<file path="config.mk">
export PLATFORM = sky130hd
export DESIGN_NAME = dac_reg_loader
export DESIGN_NICKNAME = d
export VERILOG_FILES = /design/src/rtl/dac_ldr_pkg.sv /design/src/rtl/dac_frame_parser.sv /design/src/rtl/dac_setup_reg.sv /design/src/rtl/dac_code_bank.sv /design/src/rtl/dac_reg_loader.sv
export SDC_FILE = /design/constraint.sdc
export NUM_CORES = 1
export LEC_CHECK = 0
export CAP_MARGIN = 20
export CORE_ASPECT_RATIO = 1.4
export CORE_MARGIN = 5
export CORE_UTILIZATION = 25
export DETAILED_ROUTE_END_ITERATION = 7
export PLACE_DENSITY = 0.58
export SLEW_MARGIN = 20
export SYNTH_ARGS = -nofsm -noshare
export SYNTH_HDL_FRONTEND = slang
export SYNTH_SLANG_ARGS = --single-unit
</file>
<file path="constraint.sdc">
create_clock -name clk_i -period 1.74 [get_ports clk_i]
set_input_delay 0.174 -clock clk_i [delete_from_list [all_inputs] [get_ports clk_i]]
set_output_delay 0.174 -clock clk_i [all_outputs]
set_load 0.005 [all_outputs]
</file>
<file path="src/rtl/dac_ldr_pkg.sv">
package dac_ldr_pkg;
  typedef enum logic [2:0] {
    ST_ADDR  = 3'd0,
    ST_SETUP = 3'd1,
    ST_DATA0 = 3'd2,
    ST_DATA1 = 3'd3,
    ST_SKIP  = 3'd4
  } ldr_state_t;
endpackage

</file>
<file path="src/rtl/dac_frame_parser.sv">
module dac_frame_parser
  import dac_ldr_pkg::*;
#(
  parameter int          NUM_CH    = 3,
  parameter int          HI_W      = 10,
  parameter int          LO_W      = 8,
  parameter logic [7:0]  SETUP_ADR = 8'hD3,
  parameter logic [7:0]  DATA_BASE = 8'hD4,
  localparam int         CH_W      = (NUM_CH > 1) ? $clog2(NUM_CH) : 1,
  localparam int         EXT_W     = HI_W - LO_W
) (
  input  logic              clk_i,
  input  logic              rst_ni,
  input  logic              byte_vld_i,
  input  logic [LO_W-1:0]   byte_i,
  input  logic              frame_end_i,
  input  logic [NUM_CH-1:0] wide_i,
  output logic              setup_we_o,
  output logic              code_we_o,
  output logic [CH_W-1:0]   code_ch_o,
  output logic [HI_W-1:0]   code_val_o,
  output logic              fmt_err_o
);
  ldr_state_t      state_q, state_d;
  logic [CH_W-1:0] ch_q, ch_d;
  logic [LO_W-1:0] hi_q, hi_d;
  logic [LO_W-1:0] offs;
  logic            is_data;

  assign offs    = byte_i - LO_W'(DATA_BASE);
  assign is_data = (byte_i >= LO_W'(DATA_BASE)) && (offs < LO_W'(NUM_CH));

  always_comb begin
    state_d    = state_q;
    ch_d       = ch_q;
    hi_d       = hi_q;
    setup_we_o = 1'b0;
    code_we_o  = 1'b0;
    code_val_o = '0;
    fmt_err_o  = 1'b0;
    if (byte_vld_i) begin
      unique case (state_q)
        ST_ADDR: begin
          if (byte_i == LO_W'(SETUP_ADR)) state_d = ST_SETUP;
          else if (is_data) begin
            state_d = ST_DATA0;
            ch_d    = offs[CH_W-1:0];
          end else state_d = ST_SKIP;
        end
        ST_SETUP: begin
          setup_we_o = 1'b1;
          state_d    = ST_SKIP;
        end
        ST_DATA0: begin
          if (wide_i[ch_q]) begin
            hi_d    = byte_i;
            state_d = ST_DATA1;
          end else begin
            code_we_o  = 1'b1;
            code_val_o = {byte_i, {EXT_W{1'b0}}};
            state_d    = ST_SKIP;
          end
        end
        ST_DATA1: begin
          code_we_o  = 1'b1;
          code_val_o = {hi_q, byte_i[EXT_W-1:0]};
          fmt_err_o  = |byte_i[LO_W-1:EXT_W];
          state_d    = ST_SKIP;
        end
        default: state_d = ST_SKIP;
      endcase
    end
    if (frame_end_i) state_d = ST_ADDR;
  end

  assign code_ch_o = ch_q;

  always_ff @(posedge clk_i or negedge rst_ni) begin
    if (!rst_ni) begin
      state_q <= ST_ADDR;
      ch_q    <= '0;
      hi_q    <= '0;
    end else begin
      state_q <= state_d;
      ch_q    <= ch_d;
      hi_q    <= hi_d;
    end
  end
endmodule

</file>
<file path="src/rtl/dac_setup_reg.sv">
module dac_setup_reg #(
  parameter int  NUM_CH = 3,
  parameter int  LO_W   = 8,
  localparam int RES_TOP = LO_W - 1,
  localparam int EN_TOP  = LO_W / 2 - 1
) (
  input  logic              clk_i,
  input  logic              rst_ni,
  input  logic              we_i,
  input  logic [LO_W-1:0]   byte_i,
  output logic [NUM_CH-1:0] wide_o,
  output logic [NUM_CH-1:0] drive_en_o
);
  for (genvar i = 0; i < NUM_CH; i++) begin : g_ch
    always_ff @(posedge clk_i or negedge rst_ni) begin
      if (!rst_ni) begin
        wide_o[i]     <= 1'b0;
        drive_en_o[i] <= 1'b0;
      end else if (we_i) begin
        wide_o[i]     <= byte_i[RES_TOP-i];
        drive_en_o[i] <= byte_i[EN_TOP-i];
      end
    end
  end
endmodule

</file>
<file path="src/rtl/dac_code_bank.sv">
module dac_code_bank #(
  parameter int  NUM_CH = 3,
  parameter int  HI_W   = 10,
  localparam int CH_W   = (NUM_CH > 1) ? $clog2(NUM_CH) : 1
) (
  input  logic                   clk_i,
  input  logic                   rst_ni,
  input  logic                   we_i,
  input  logic [CH_W-1:0]        ch_i,
  input  logic [HI_W-1:0]        val_i,
  output logic [NUM_CH*HI_W-1:0] code_o
);
  for (genvar i = 0; i < NUM_CH; i++) begin : g_ch
    always_ff @(posedge clk_i or negedge rst_ni) begin
      if (!rst_ni) code_o[i*HI_W +: HI_W] <= '0;
      else if (we_i && ch_i == CH_W'(i)) code_o[i*HI_W +: HI_W] <= val_i;
    end
  end
endmodule

</file>
<file path="src/rtl/dac_reg_loader.sv">
module dac_reg_loader #(
  parameter int         NUM_CH    = 3,
  parameter int         HI_W      = 10,
  parameter int         LO_W      = 8,
  parameter logic [7:0] SETUP_ADR = 8'hD3,
  parameter logic [7:0] DATA_BASE = 8'hD4,
  localparam int        CH_W      = (NUM_CH > 1) ? $clog2(NUM_CH) : 1
) (
  input  logic                   clk_i,
  input  logic                   rst_ni,
  input  logic                   byte_vld_i,
  input  logic [LO_W-1:0]        byte_i,
  input  logic                   frame_end_i,
  output logic [NUM_CH*HI_W-1:0] code_o,
  output logic [NUM_CH-1:0]      drive_en_o,
  output logic [NUM_CH-1:0]      wide_o,
  output logic                   fmt_err_o
);
  logic            setup_we, code_we, err_hit;
  logic [CH_W-1:0] code_ch;
  logic [HI_W-1:0] code_val;

  dac_frame_parser #(
    .NUM_CH(NUM_CH), .HI_W(HI_W), .LO_W(LO_W),
    .SETUP_ADR(SETUP_ADR), .DATA_BASE(DATA_BASE)
  ) u_parser (
    .clk_i(clk_i), .rst_ni(rst_ni), .byte_vld_i(byte_vld_i), .byte_i(byte_i),
    .frame_end_i(frame_end_i), .wide_i(wide_o), .setup_we_o(setup_we),
    .code_we_o(code_we), .code_ch_o(code_ch), .code_val_o(code_val),
    .fmt_err_o(err_hit)
  );

  dac_setup_reg #(.NUM_CH(NUM_CH), .LO_W(LO_W)) u_setup (
    .clk_i(clk_i), .rst_ni(rst_ni), .we_i(setup_we), .byte_i(byte_i),
    .wide_o(wide_o), .drive_en_o(drive_en_o)
  );

  dac_code_bank #(.NUM_CH(NUM_CH), .HI_W(HI_W)) u_bank (
    .clk_i(clk_i), .rst_ni(rst_ni), .we_i(code_we), .ch_i(code_ch),
    .val_i(code_val), .code_o(code_o)
  );

  always_ff @(posedge clk_i or negedge rst_ni) begin
    if (!rst_ni) fmt_err_o <= 1'b0;
    else if (err_hit) fmt_err_o <= 1'b1;
  end
endmodule

</file>
==> results.tsv <==
metric	value	unit
async_reset_ff_share	100	%
initial_core_util	25.4	%
total_power	2.59	mW
avgRoutedWirePerCell	15.0	um
grt_max_degree	30	
fin_nets	271	
drc_errors	0	
drtAntennaViolNets	0	
synth.distinct_cells	36	
drive_gt1_share	25.4	%
htreeDepth	2	
synth_top_area_cell	dfrtp_1	
vias	1720	
fin_crit	1.66	ns
n_antenna_cell	0	
required	1.91	ns
grt_pass1_wl	9.23	mm
ys_ff_latch	50	
multi_input_area	943	um2
first_pass_iters	4	
vias_per_cell	4.69	
hold_viol	0	
die_y	123	um
ir_worst_vdd	0.516	mV
crit_fanout	9	
startpoint_type	register	
die_w	90.6	um
place_inst	358	
cts-root-buf	clkbuf_16	
regArea	1250	um2
antenna_found_initial	0	
gr-total-overflow	0	
tightestPinTransition	0.539	ns
drt-initial-drc-count	40	
clkLatencyLatePin	0.29	ns
ys.flop_type	dfrtp_1	
clock_skew	0.00540	ns
p_per_area	807	nW/um2
dieArea	11100	um2
hpwl	4.29	mm
clk_path_buf_depth	2	
setup-violations-final	0	
slew_viol_final	0	
numCtsBuffers	5	
wl	5.51	mm
synth.area.top_cells	dfrtp_1 55%, mux2_2 8.9%, a31oi_1 4.7%, mux2_4 4.0%, nand2_1 3.8%	
syn2layout_area_growth	41.2	%
final_cell_count_no_fill	367	
floorplan.rows	41	
critPathCaptureType	register	
rsz0062_at_grt	true	
syn_area_per_cell	12.1	um2
synthCells	187	
ys_seq_area_share	55.1	%
arrival	1.83	ns
yosysWarnings	0	
grt_pass1_vias	1786	
run_status	completed	
ios	49	
slew-limit-headroom	64.0	%
synth_common_cells	50 x dfrtp_1, 23 x nand2_1, 19 x nor2_1, 18 x mux2_2, 17 x a31oi_1	
drv_cap	0	
core_area	8930	um2
finalSetupTns	0	ns
clk_pin_slew	0.07	ns
layout_worst_path_cycle_share	95.6	%
cts_tree	yes	
cts.sinks	50	
grtUsageTotal	10.4	%
regToRegSetupSlack	0.08	ns
gp_congestion	0.783	
io_buffers	48	
max_freq	601	MHz
power_leakage	1.44	nW
fillers	930	
synth_nets	199	
synth_edf_count	0	
synth.top_cell.area_share	55.1	%
worstSetupPathType	register to register	
synth_area	2270	um2
hold_class	input port to async pin	
whs	0.398	ns
synth_most_common_cell	dfrtp_1	
[layout make-up]
cell class | count | area share [%]
Sequential cell | 50 | 39.1
Multi-Input combinational cell | 122 | 29.4
Timing Repair Buffer | 73 | 21.9
Tap cell | 107 | 4.18
Clock buffer | 5 | 3.90
Inverter | 7 | 0.820
Clock inverter | 3 | 0.664
[layout by cell type, fill, tap and decap left out, drive strengths merged, types with 2 or more instances in the layout]
master and count:
o21ai 3, nor2 19, a31oi 17, buf 25, mux2i 5, mux2 24, clkinv 2, nand3b 2
clkbuf 5, nand4 3, clkdlybuf4s50 47, inv 7, o2111ai 8, dfrtp 50, nand2 23, a2111oi 2
nor3b 2
[worst paths after layout]
| check | depth (start not counted) | startpoint | end |
|---|---|---|---|
| min reg2reg | 2 | u_bank.code_o[20]$_DFFE_PN0P_ | u_bank.code_o[20]$_DFFE_PN0P_ |
| max reg2reg | 4 | u_parser.code_ch_o[1]$_DFFE_PN0P_ | u_parser.hi_q[4]$_DFFE_PN0P_ |
| max in group asynchronous | 3 | rst_ni | u_parser.hi_q[5]$_DFFE_PN0P_ |
| max | 4 | u_parser.code_ch_o[1]$_DFFE_PN0P_ | u_parser.hi_q[4]$_DFFE_PN0P_ |
| min | 2 | rst_ni | u_parser.code_ch_o[1]$_DFFE_PN0P_ |
| min in group clk_i | 2 | u_bank.code_o[20]$_DFFE_PN0P_ | u_bank.code_o[20]$_DFFE_PN0P_ |
[logic make-up (layout without fill, tap and decap cells)]
kind of cell | Yosys count | in the layout | synth area share [%]
buf+inv | 15 | 88 | 3.36
flops | 50 | 50 | 55.1
mux | 29 | 29 | 15.3
xor+xnor | 1 | 1 | 0.386
compound gates | 35 | 35 | 12.8
simple gates | 57 | 57 | 13.1
[state kept, by name, indices dropped and copies added (netlist names)]
| name | flops |
|---|---|
| fmt_err_o | 1 |
| u_bank.code_o | 30 |
| u_parser.code_ch_o | 2 |
| u_parser.hi_q | 8 |
| u_parser.state_q | 3 |
| u_setup.drive_en_o | 3 |
| u_setup.wide_o | 3 |
[worst max-delay path, stage by stage, from the launching register on]
cell	delay [ns]
dfrtp_1	0.42
mux2i_2	0.37
o21ai_1	0.14
nand3_2	0.24
mux2_2	0.37
[power by group]
part / internal [mW] / switching [mW] / total (mW)
logic: 0.206 / 0.152 / 0.358
clock network: 0.533 / 0.425 / 0.958
registers: 1.22 / 0.0508 / 1.27
total: 1.96 / 0.628 / 2.59
[per-layer routing]
metal  vias up  share of wire (%)  GRT usage [%]
met4         0                2.5           4.19
met5         -                  0              0
met2        40                 50           17.7
met3        13                4.5           2.39
li1        834                  -              -
met1       833                 42           12.7
[repair_timing]
item | in CTS | in global routing
setup buffers | 0 | 0
endpoints found under the setup margin | 0 | 4
hold endpoints to repair | 21 | 0
gates resized for setup | 0 | 1
hold buffers | 1 | 0
[stage by stage]
step	setup slack, ns	utilization, %	instance area, um2
6_report	0.0764	35.9	3210
5_1_grt	-0.00470	35.9	3210
4_1_cts	0.0599	35.9	3200
3_5_place_dp	-0.0644	34.1	3050
3_3_place_gp	-0.0640	34.1	3050
2_1_floorplan	0.0807	-	2270
Power figures use the tool's default switching activity.
